### src/rtl/sdram_cmd_seq.sv
`timescale 1ns/1ps
module sdram_cmd_seq #(
  parameter int CLK_MHZ  = 100,
  parameter int PWRUP_US = 200,
  parameter int ROW_W    = 13,
  parameter int REF_W    = 12,
  parameter int T_RP     = 3,
  parameter int T_RC     = 8,
  parameter int T_MRD    = 2
) (
  input  logic               clk,
  input  logic               rst_n,
  input  logic               mode_wr,
  input  logic [2:0]         mode_wdata,
  input  logic               refresh_wr,
  input  logic [REF_W-1:0]   refresh_wdata,
  input  logic               bus_wr,
  input  logic [ROW_W+1:0]   bus_addr,
  output logic               bus_ready,
  output logic               sd_cke,
  output logic               sd_cs_n,
  output logic               sd_ras_n,
  output logic               sd_cas_n,
  output logic               sd_we_n,
  output logic [1:0]         sd_ba,
  output logic [ROW_W-1:0]   sd_a
);
  localparam int PWRUP_CYC = CLK_MHZ * PWRUP_US;
  localparam int PW_W      = $clog2(PWRUP_CYC + 1);
  localparam int GAP_MAX   = (T_RC > T_RP) ? ((T_RC > T_MRD) ? T_RC : T_MRD)
                                           : ((T_RP > T_MRD) ? T_RP : T_MRD);
  localparam int GAP_W     = $clog2(GAP_MAX + 1);
  localparam int A10       = 10;

  localparam logic [3:0] C_DESEL = 4'b1111;
  localparam logic [3:0] C_NOP   = 4'b0111;
  localparam logic [3:0] C_PRE   = 4'b0010;
  localparam logic [3:0] C_REF   = 4'b0001;
  localparam logic [3:0] C_LMR   = 4'b0000;

  logic [2:0]       mode_q;
  logic [PW_W-1:0]  pwr_cnt;
  logic [GAP_W-1:0] gap;
  logic [REF_W-1:0] period_q, ref_cnt;
  logic             ref_pend;

  wire       pwr_done = (pwr_cnt == '0);
  wire       idle     = pwr_done && (gap == '0);
  wire       ref_fire = ref_pend && (mode_q == 3'd0) && idle;
  wire [1:0] wr_ba    = bus_addr[ROW_W+1:ROW_W];

  assign bus_ready = idle && !ref_fire;
  wire accept = bus_wr && bus_ready;

  logic [3:0]       n_code;
  logic [GAP_W-1:0] n_hold;
  logic [1:0]       n_ba;
  logic [ROW_W-1:0] n_a;

  always_comb begin
    n_code = C_DESEL;
    n_hold = '0;
    n_ba   = 2'b00;
    n_a    = '0;
    if (ref_fire) begin
      n_code = C_REF;
      n_hold = GAP_W'(T_RC - 1);
    end else if (accept) begin
      case (mode_q)
        3'd1: n_code = C_NOP;
        3'd2: begin
          n_code   = C_PRE;
          n_a[A10] = 1'b1;
          n_hold   = GAP_W'(T_RP - 1);
        end
        3'd3: if (wr_ba == 2'b00) begin
          n_code = C_LMR;
          n_a    = bus_addr[ROW_W-1:0];
          n_hold = GAP_W'(T_MRD - 1);
        end
        3'd4: begin
          n_code = C_REF;
          n_hold = GAP_W'(T_RC - 1);
        end
        3'd5: if (wr_ba != 2'b00) begin
          n_code = C_LMR;
          n_ba   = wr_ba;
          n_a    = bus_addr[ROW_W-1:0];
          n_hold = GAP_W'(T_MRD - 1);
        end
        default: ;
      endcase
    end
  end

  always_ff @(posedge clk or negedge rst_n) begin
    if (!rst_n) begin
      mode_q  <= 3'd0;
      pwr_cnt <= PW_W'(PWRUP_CYC);
      gap     <= '0;
      sd_cke  <= 1'b0;
      {sd_cs_n, sd_ras_n, sd_cas_n, sd_we_n} <= C_DESEL;
      sd_ba   <= 2'b00;
      sd_a    <= '0;
    end else begin
      if (mode_wr) mode_q <= mode_wdata;
      if (!pwr_done) pwr_cnt <= pwr_cnt - 1'b1;
      if (n_code != C_DESEL) gap <= n_hold;
      else if (gap != '0)    gap <= gap - 1'b1;
      if (n_code == C_NOP) sd_cke <= 1'b1;
      {sd_cs_n, sd_ras_n, sd_cas_n, sd_we_n} <= n_code;
      sd_ba <= n_ba;
      sd_a  <= n_a;
    end
  end

  always_ff @(posedge clk or negedge rst_n) begin
    if (!rst_n) begin
      period_q <= '0;
      ref_cnt  <= '0;
      ref_pend <= 1'b0;
    end else if (refresh_wr) begin
      period_q <= refresh_wdata;
      ref_cnt  <= refresh_wdata - 1'b1;
      ref_pend <= 1'b0;
    end else begin
      if (ref_fire) ref_pend <= 1'b0;
      if (mode_q != 3'd0 || period_q == '0) begin
        ref_cnt <= period_q - 1'b1;
      end else if (ref_cnt == '0) begin
        ref_pend <= 1'b1;
        ref_cnt  <= period_q - 1'b1;
      end else begin
        ref_cnt <= ref_cnt - 1'b1;
      end
    end
  end
endmodule

### config.mk
export PLATFORM = sky130hd
export DESIGN_NAME = sdram_cmd_seq
export DESIGN_NICKNAME = d
export VERILOG_FILES = /design/src/rtl/sdram_cmd_seq.sv
export SDC_FILE = /design/constraint.sdc
export NUM_CORES = 1
export LEC_CHECK = 0
export BUFFER_PORTS_ARGS = -buffer_cell sky130_fd_sc_hd__buf_2
export CELL_PAD_IN_SITES_DETAIL_PLACEMENT = 0
export CELL_PAD_IN_SITES_GLOBAL_PLACEMENT = 2
export CORE_UTILIZATION = 34
export CTS_BUF_LIST = sky130_fd_sc_hd__clkbuf_8
export DETAILED_ROUTE_END_ITERATION = 16
export PLACE_DENSITY_LB_ADDON = 0.1
export SYNTH_ARGS = -nofsm -noshare
export SYNTH_HDL_FRONTEND = slang
export SYNTH_SLANG_ARGS = --single-unit
### constraint.sdc
create_clock -name clk -period 2 [get_ports clk]
set_input_delay 0 -clock clk [delete_from_list [all_inputs] [get_ports clk]]
set_output_delay 0 -clock clk [all_outputs]
set_load 0.05 [all_outputs]
==> out/results.tsv, run 1 <==
metric	value	unit
run status	finished with violations	
failing checks	negative setup slack	
crit share post-route	110.2	%
Rel. slew slack	52.06	%
WP data required	2.00	ns
cell count after synthesis	342	
worst path cell trace	or4_4, or3_4, nor3_4, buf_6, and2_4, buf_8	
Clock Sinks	67	
Clock transition at path regs	0.07	ns
n_diodes	0	
TNS Setup	-2.224	ns
EDFF count, synth	0	
placed cells	553	
vias	2952	
Clock Tree Root	clkbuf_8	
largest net degree at the start of global routing	38	
WL per Instance	14.67	um
num rows	37	
Critical Path Max Stage Delay	0.53	ns
critical path capture point type	output pin	
# port buffers	55	
first-pass GRT wire length	14740	um
critical path class	reg2out	
Die Span Y	104.8	um
RSZ-0062 raised after global routing	true	
Max FO, Critical Path	3	
TritonCTS buffer count	9	
register area share after synthesis	47.02	%
Final GP Congestion	0.7292	
antenna-violating nets left	0	
DR pass1 iterations	4	
drt drc	0	
Syn. warnings	0	
Initial Util	34.93	%
routed vias/inst	4.824	
Slew Viols, Final	0	
Non-Filler Instances	612	
Slew @ Worst Pin	0.7191	ns
GRT overflow	0	
minimum clock period	2.203	ns
post-DP HPWL	6176	um
number of top-level pins	56	
startpoint types	flip-flop	
Final WS setup	-0.2032	ns
number of global-route vias before repair	2960	
Leakage	2.272	nW
synthesized area	3590	um^2
Die Area	10970	um^2
layout cells sized above 1	34.87	%
Hold Path Class	in2reg	
Yosys reg bits	67	
Post-Syn Nets	386	
CTS HTree Levels	3	
GRT Resource Usage Total	17.37	%
asr flop ratio synth	100.0	%
clock buffer depth	2	
Post-Layout Inst Area	4947	um^2
data arrival time of the worst path	2.20	ns
syn avg cell area	10.50	um^2
Power per Cell Area	748.4	nW/um^2
Placed Area	4230	um^2
final wirelength	8975	um
Fin Clk Skew	0.009126	ns
Layout area overhead	37.82	%
CTS tree	yes	
library cells used by synthesis	48	
clk_lat worst skew	0.34	ns
Die X	104.8	um
Synth Flop Type	dfrtp_1	
CP max-delay cell	or4_4	
Final Hold Vio Count	0	
Peak supply drop	0.0005871	V
max cap viols	0	
DRT iter0 DRCs	88	
Fillers	990	
setup violators final	27	
initial antenna violation count	0	
core area	10280	um^2
layout net count	515	
f_max	453.9	MHz
[cell usage after synthesis (all sizes together), types with 3 or more instances]
library cell / count / area [um^2]
dfrtp: 58 / 1451
xnor2: 28 / 245.2
nor2: 26 / 97.59
nand2: 25 / 93.84
nor3: 17 / 101.4
mux2: 16 / 180.2
mux2i: 15 / 150.1
and2: 14 / 100.1
o21ai: 13 / 65.06
inv: 11 / 41.29
xor2: 11 / 96.34
dfstp: 9 / 236.5
ha: 9 / 112.6
nand3: 9 / 45.04
nor4: 8 / 50.05
clkbuf: 7 / 26.28
a21oi: 6 / 30.03
a221oi: 5 / 43.79
nand3b: 5 / 37.54
nor3b: 5 / 37.54
and3: 4 / 26.28
nand4: 4 / 25.02
nand2b: 3 / 18.77
nand4b: 3 / 26.28
nor2b: 3 / 18.77
o31ai: 3 / 22.52
or3: 3 / 23.77
or4: 3 / 26.27
[report_power, final]
group	total, mW	internal (mW)	leakage (nW)	switching [mW]
combinational	0.986	0.485	1.34	0.501
sequential	1.60	1.49	0.832	0.117
clock	1.11	0.571	0.0950	0.541
total	3.70	2.54	2.27	1.16
[state kept, by name, indices dropped and copies added, names as in the netlist]
register and cells:
gap 4, sd_cs_n 1, ref_cnt 12, pwr_cnt 15
mode_q 3, sd_we_n 1, ref_pend 1, sd_ras_n 1
period_q 12, sd_ba 2, sd_a 13, sd_cas_n 1
sd_cke 1
[per-layer routing]
metal | up-vias | part of all wire (%) | global-route usage, %
met5 | - | 0 | 0
met4 | 0 | 1.5 | 7.143
met3 | 10 | 3.3 | 3.182
met2 | 60 | 47 | 27.67
met1 | 1420 | 48 | 23.23
li1 | 1462 | - | -
[layout make-up]
cell class              instances  area, um^2  area share (%)
multi-input cells             255        1902           38.44
clock buffers                   9       123.9           2.504
clock inverters                 7       68.82           1.391
inverters                      11       41.29          0.8346
well taps                     136       170.2           3.440
flip-flops and latches         67        1688           34.12
repair buffers                127       953.4           19.27
[cells by family (layout without fill, tap and decap cells)]
logic type               after synthesis  after routing  synth area share, %
AND/OR/NAND/NOR                      138            138                21.85
flip-flops                            67             67                47.02
XOR/XNOR                              39             39                9.516
AO/OA/AOI/OAI                         38             38                6.936
multiplexers                          31             31                9.202
buffers and inverters                 20            154                2.335
adder cells (fa/ha/maj)                9              9                3.137
[critical path: cells and delay by family (launching register included)]
family | cells | cell delay [ns]
DFF | 1 | 0.39
and+or+nand+nor | 4 | 1.20
buffers and inverters | 2 | 0.27
[stage by stage]
step / hold WS [ns] / setup WS, ns / total power [mW] / util, %
2_1_floorplan: -0.2956 / -0.03558 / 2.157 / -
3_3_place_gp: -0.01495 / -0.04422 / 2.445 / 41.16
3_5_place_dp: -0.005832 / -0.06395 / 2.446 / 41.16
4_1_cts: 0.09359 / -0.2512 / 3.680 / 47.05
5_1_grt: 0.1225 / -0.3017 / 3.932 / 48.14
6_report: 0.1180 / -0.2032 / 3.703 / 48.14
[path summary, 6_finish.rpt]
check / startpoint / end / slack [ns] / depth (start not counted)
setup / recovery: pwr_cnt[7] / bus_ready / -0.20 / 6
min in group asynchronous: rst_n / gap[3] / 0.15 / 2
hold reg to reg: sd_cke / sd_cke / 0.47 / 1
hold / removal: bus_addr[10] / sd_a[10] / 0.12 / 5
max in group asynchronous: rst_n / sd_ras_n / 1.20 / 3
setup reg to reg: pwr_cnt[7] / pwr_cnt[12] / -0.20 / 8
[timing repair]
action | CTS | global route
cloned | 1 | 0
setup buffers | 2 | 6
pin swaps | 12 | 7
endpoints found under the hold margin | 52 | 0
setup endpoints to repair | 23 | 41
resized for setup | 21 | 16
hold buffers | 34 | 0
[cell usage in the layout, fill, tap and decap left out, types with 10 or more instances in the layout]
master,count
mux2_2,16
buf_4,29
xnor2_1,27
buf_2,54
nor3_1,14
nor2_1,25
and2_4,10
nand2_1,22
dfrtp_1,58
inv_1,11
o21ai_0,12
xor2_1,11
dlygate4sd3_1,34
mux2i_1,15
No activity file was read; power rests on OpenSTA's default activity.
==> run 2: changes to the inputs <==
--- a/config.mk
+++ b/config.mk
@@ -9,4 +9,4 @@
 export CELL_PAD_IN_SITES_DETAIL_PLACEMENT = 0
-export CELL_PAD_IN_SITES_GLOBAL_PLACEMENT = 2
-export CORE_UTILIZATION = 34
+export CELL_PAD_IN_SITES_GLOBAL_PLACEMENT = 1
+export CORE_UTILIZATION = 41
 export CTS_BUF_LIST = sky130_fd_sc_hd__clkbuf_8
--- a/constraint.sdc
+++ b/constraint.sdc
@@ -3,2 +3,2 @@
 set_output_delay 0 -clock clk [all_outputs]
-set_load 0.05 [all_outputs]
+set_load 0.02 [all_outputs]
==> out/results.tsv, run 2 (synthesis results as in run 1) <==
metric	value	unit	change
setup violators final	32		+19%
CP Buf/Inv Count	2		unchanged
# port buffers	55		unchanged
Largest Register	pwr_cnt		
number of global-route vias before repair	2803		-5.3%
Die X	95.57	um	-8.8%
drt drc	0		unchanged
critical path class	reg2reg		
most frequent cells in the layout	58 x dfrtp_1, 54 x buf_2, 34 x dlygate4sd3_1, 27 x buf_4, 25 x xnor2_1		
GRT Resource Usage Total	19.29	%	+1.9 points
DRT iter0 DRCs	78		-11%
Slew @ Worst Pin	0.8218	ns	+0.1027 ns
data arrival time of the worst path	2.49	ns	+0.29 ns
CTS HTree Levels	3		unchanged
core area	8341	um^2	-19%
Initial Util	43.04	%	+8.1 points
TritonCTS buffer count	9		unchanged
Fin Clk Skew	0.006995	ns	-0.002131 ns
largest registers	pwr_cnt (15), sd_a (13)		
clk_lat worst skew	0.35	ns	about the same
antenna-violating nets left	0		unchanged
Non-Filler Instances	576		-5.9%
Final GP Congestion	0.8424		+16%
RSZ-0062 raised after global routing	true		
minimum clock period	2.204	ns	+0.0004680 ns
post-DP HPWL	5515	um	-11%
Setup WS pre-CTS	-0.1024	ns	-0.03849 ns
Peak supply drop	0.0005512	V	-6.1%
largest net degree at the start of global routing	68		+79%
failing checks	negative setup slack		
Power per Cell Area	705.3	nW/um^2	-5.8%
Max FO, Critical Path	12		+9
WP data required	2.29	ns	+0.29 ns
Fillers	746		-25%
Tot Pwr	3.451	mW	-6.8%
Layout area overhead	36.32	%	
first-pass GRT wire length	13320	um	-9.6%
f_max	453.8	MHz	about the same
Top delay family on crit path	simple AND/OR/NAND/NOR gates		
startpoint types	flip-flop		
placed cells	520		-6.0%
most common cell after layout, fill and taps aside	dfrtp_1		
crit share post-route	110.2	%	about the same
layout net count	510		-0.97%
Hold Path Class	in2reg		
WL per Instance	14.00	um	-4.5%
Clock transition at path regs	0.08	ns	about the same
routed vias/inst	5.075		+5.2%
Critical Path Max Stage Delay	0.53	ns	about the same
Leakage	2.269	nW	-0.12%
worst path cell trace	or4_4, or3_4, nor3_4, buf_4, and4b_1, buf_6, and2_2		
TNS Setup	-3.337	ns	-1.113 ns
run status	finished with violations		
Slew Viols, Final	0		unchanged
clock buffer depth	2		unchanged
n_diodes	0		unchanged
Die Area	9134	um^2	-17%
layout cells sized above 1	35.67	%	+0.79 points
Die Span Y	95.57	um	-8.8%
num rows	33		-11%
Clock Sinks	67		unchanged
max FFs per register	15		unchanged
number of top-level pins	56		unchanged
DR pass1 iterations	4		unchanged
final wirelength	8066	um	-10%
Rel. slew slack	45.21	%	-6.8 points
initial antenna violation count	0		unchanged
GRT overflow	0		unchanged
CTS tree	yes		
critical path capture point type	flip-flop		
Clock Tree Root	clkbuf_8		
Final WS setup	-0.2037	ns	-0.0004680 ns
max cap viols	0		unchanged
CP max-delay cell	or4_4		
Final Hold Vio Count	0		unchanged
vias	2923		-0.98%
-- run 2: cell types whose count changed in the layout (fill, tap and decap cells not counted), sizes merged --
cell      change
inv           +1
clkinvlp      -1
buf           -5
clkbuf        +1
bufinv        -1
-- run 2: path summary, 6_finish.rpt --
check                      startpoint          end  slack, ns  depth (start not counted)
max in group asynchronous       rst_n     sd_a[11]       1.10                          3
min in group asynchronous       rst_n  pwr_cnt[13]       0.37                          3
max reg2reg                pwr_cnt[7]      sd_a[7]      -0.20                          7
min reg2reg                    sd_cke       sd_cke       0.46                          1
max                        pwr_cnt[7]      sd_a[7]      -0.20                          7
min                            bus_wr     sd_ras_n       0.03                          3
-- run 2: final cells by class --
class | count | area [um^2] | area share, %
clock buffers | 10 | 137.6 | 2.813
clock inverters | 6 | 40.04 | 0.8182
inverters | 11 | 41.29 | 0.8438
multi-input cells | 255 | 1954 | 39.94
flip-flops and latches | 67 | 1688 | 34.49
well taps | 105 | 131.4 | 2.685
repair buffers | 122 | 900.9 | 18.41
-- run 2: metrics by stage --
stage | hold slack (ns) | util (%) | instance area, um^2
after floorplan | -0.2956 | - | 3596
after global placement | 0.2154 | 50.06 | 4175
after detailed placement | 0.2160 | 50.06 | 4175
after CTS | 0.01514 | 56.74 | 4732
after global routing | 0.03888 | 58.67 | 4893
final | 0.03349 | 58.67 | 4893
-- run 2: timing repair --
| action | 4_1_cts | 5_1_grt |
|---|---|---|
| buffers inserted | 3 | 3 |
| resized for setup | 5 | 29 |
| endpoints found under the setup margin | 20 | 37 |
| pin swaps | 2 | 11 |
| hold buffers | 34 | 0 |
| endpoints found under the hold margin | 90 | 0 |
-- run 2: worst register-to-register path, cell delays in order, from the launching register on --
cell     delay, ns
dfrtp_1       0.38
or4_4         0.53
or3_4         0.36
nor3_4        0.22
buf_4         0.16
and4b_1       0.21
buf_6         0.14
and2_2        0.14
-- run 2: report_power, final --
group	switching, mW	internal [mW]
clock	0.553	0.483
sequential	0.108	1.49
combinational	0.408	0.411
total	1.07	2.38
-- run 2: layer usage --
layer	track usage, %	share of wire [%]
met1	27.11	50
met2	28.63	45
met3	3.748	3.5
met4	8.831	1.6
met5	0	0
==> run 3: changes to the inputs <==
Settings changed: CORE_UTILIZATION 41 to 49.
Clock period 2 ns to 2.55 ns, I/O delays scaled along.
==> out/results.tsv, run 3 (synthesis results as in run 1) <==
metric	value	unit	change
Clock Tree Root	clkbuf_8		
Leakage	2.102	nW	-7.3%
Sw Share	30.14	%	-0.87 points
Die Area	7672	um^2	-16%
post-DP HPWL	5295	um	-4.0%
WP data required	2.55	ns	+0.26 ns
Rel. slew slack	49.93	%	+4.7 points
Final Hold Vio Count	0		unchanged
Die X	87.59	um	-8.3%
Top Metal Used	met4		
net switching power	827.4	uW	-23%
Max FO, Critical Path	6		-6
Fillers	558		-25%
number of top-level pins	56		unchanged
combinational group share of total power	21.3	%	-2.4 points
# port buffers	55		unchanged
Met1 Wirelength	3690	um	-9.2%
TNS Setup	0	ns	+3.337 ns
run status	completed		
max cap viols	0		unchanged
largest net degree at the start of global routing	40		-41%
Int Power	1.918	mW	-19%
final wirelength	7881	um	-2.3%
data arrival time of the worst path	2.38	ns	-0.11 ns
DR pass1 iterations	4		unchanged
Hold Path Class	in2reg		
clk_lat worst skew	0.34	ns	about the same
num rows	30		-9.1%
first-pass GRT wire length	13620	um	+2.2%
antenna-violating nets left	0		unchanged
largest registers	pwr_cnt (15), sd_a (13)		
Layout area overhead	27.26	%	
layout cells sized above 1	27.90	%	-7.8 points
Final GP Congestion	0.7912		-6.1%
GRT overflow	0		unchanged
max FFs per register	15		unchanged
core area	6944	um^2	-17%
WL per Instance	14.49	um	+3.5%
Initial Util	51.69	%	+8.7 points
Largest Register	pwr_cnt		
Final WS setup	0.1746	ns	+0.3783 ns
minimum clock period	2.375	ns	
CTS HTree Levels	3		unchanged
DRT iter0 DRCs	194		+150%
most common cell after layout, fill and taps aside	dfrtp_1		
GRT Resource Usage Total	23.34	%	+4.0 points
Setup WS pre-CTS	0.3286	ns	+0.4310 ns
critical path capture point type	output pin		
routed wl met3	347	um	+23%
TritonCTS buffer count	9		unchanged
vias	2861		-2.1%
Clock transition at path regs	0.07	ns	about the same
WHS	0.08539	ns	+0.05189 ns
CTS tree	yes		
Routed met2 length	3740	um	+4.1%
Die Span Y	87.59	um	-8.3%
Clock Sinks	67		unchanged
most frequent cells in the layout	58 x dfrtp_1, 55 x buf_2, 34 x dlygate4sd3_1, 28 x xnor2_1, 26 x nor2_1		
Slew @ Worst Pin	0.7510	ns	-0.07076 ns
layout net count	487		-4.5%
number of global-route vias before repair	2932		+4.6%
Util after Layout	65.78	%	+7.1 points
clock buffer depth	2		unchanged
RSZ-0062 raised after global routing	false		
startpoint types	flip-flop		
Clock power frac	32.5	%	+2.5 points
share of power burned in registers	46.3	%	about the same
Slew Viols, Final	0		unchanged
crit share post-route	93.15	%	
setup violators final	0		-100%
initial antenna violation count	0		unchanged
n_diodes	0		unchanged
critical path class	reg2out		
Fin Clk Skew	0.005038	ns	-0.001957 ns
routed vias/inst	5.259		+3.6%
Power per Cell Area	601.0	nW/um^2	-15%
Peak supply drop	0.0005903	V	+7.1%
drt drc	0		unchanged
f_max	421.0	MHz	
Tot Pwr	2.746	mW	-20%
run 3: cell type report:
type                       count  area (um^2)  share of cell area [%]
tap                           96        120.1                   2.629
clock inverter                 7        73.82                   1.616
inverter                      11        41.29                  0.9039
timing repair buffer          99        703.2                   15.39
multi-input combinational    255         1818                   39.80
sequential                    67         1688                   36.95
clock buffer                   9        123.9                   2.712
run 3: final timing paths:
path	slack, ns	start	end	cells after the start
max in group asynchronous	1.57	rst_n	sd_ras_n	3
hold reg to reg	0.48	sd_cke	sd_cke	1
setup reg to reg	0.32	pwr_cnt[7]	sd_a[0]	5
setup / recovery	0.17	pwr_cnt[7]	bus_ready	6
hold / removal	0.09	bus_addr[10]	sd_a[10]	5
min in group asynchronous	0.19	rst_n	pwr_cnt[12]	2
run 3: power by group through the flow:
| stage | clock network [mW] | logic (mW) | registers, mW |
|---|---|---|---|
| 6_report | 0.891 | 0.585 | 1.27 |
| 2_1_floorplan | 0 | 0.361 | 1.28 |
| 4_1_cts | 0.905 | 0.585 | 1.27 |
| 3_3_place_gp | 0 | 0.531 | 1.29 |
| 5_1_grt | 0.954 | 0.658 | 1.29 |
| 3_5_place_dp | 0 | 0.540 | 1.29 |
run 3: metal layers:
metal,GRT usage [%],vias to the layer above
li1,-,1407
met5,0,-
met2,37.36,73
met3,4.053,8
met1,31.86,1373
met4,9.091,0
run 3: timing repair:
| action | 4_1_cts | 5_1_grt |
|---|---|---|
| hold endpoints to repair | 52 | 0 |
| hold buffers | 34 | 0 |
| gates resized for setup | 0 | 0 |
| buffers inserted | 0 | 0 |
run 3: stage by stage:
stage	std cells	instance area (um^2)
3_5_place_dp	494	4030
3_3_place_gp	494	4030
2_1_floorplan	342	3590
5_1_grt	544	4568
6_report	544	4568
4_1_cts	544	4568
run 3: critical path, stage by stage, from the launching register on:
cell,delay [ns]
dfrtp_1,0.39
or4_4,0.57
or3_4,0.39
nor3_4,0.19
buf_4,0.16
and2_2,0.17
buf_2,0.17
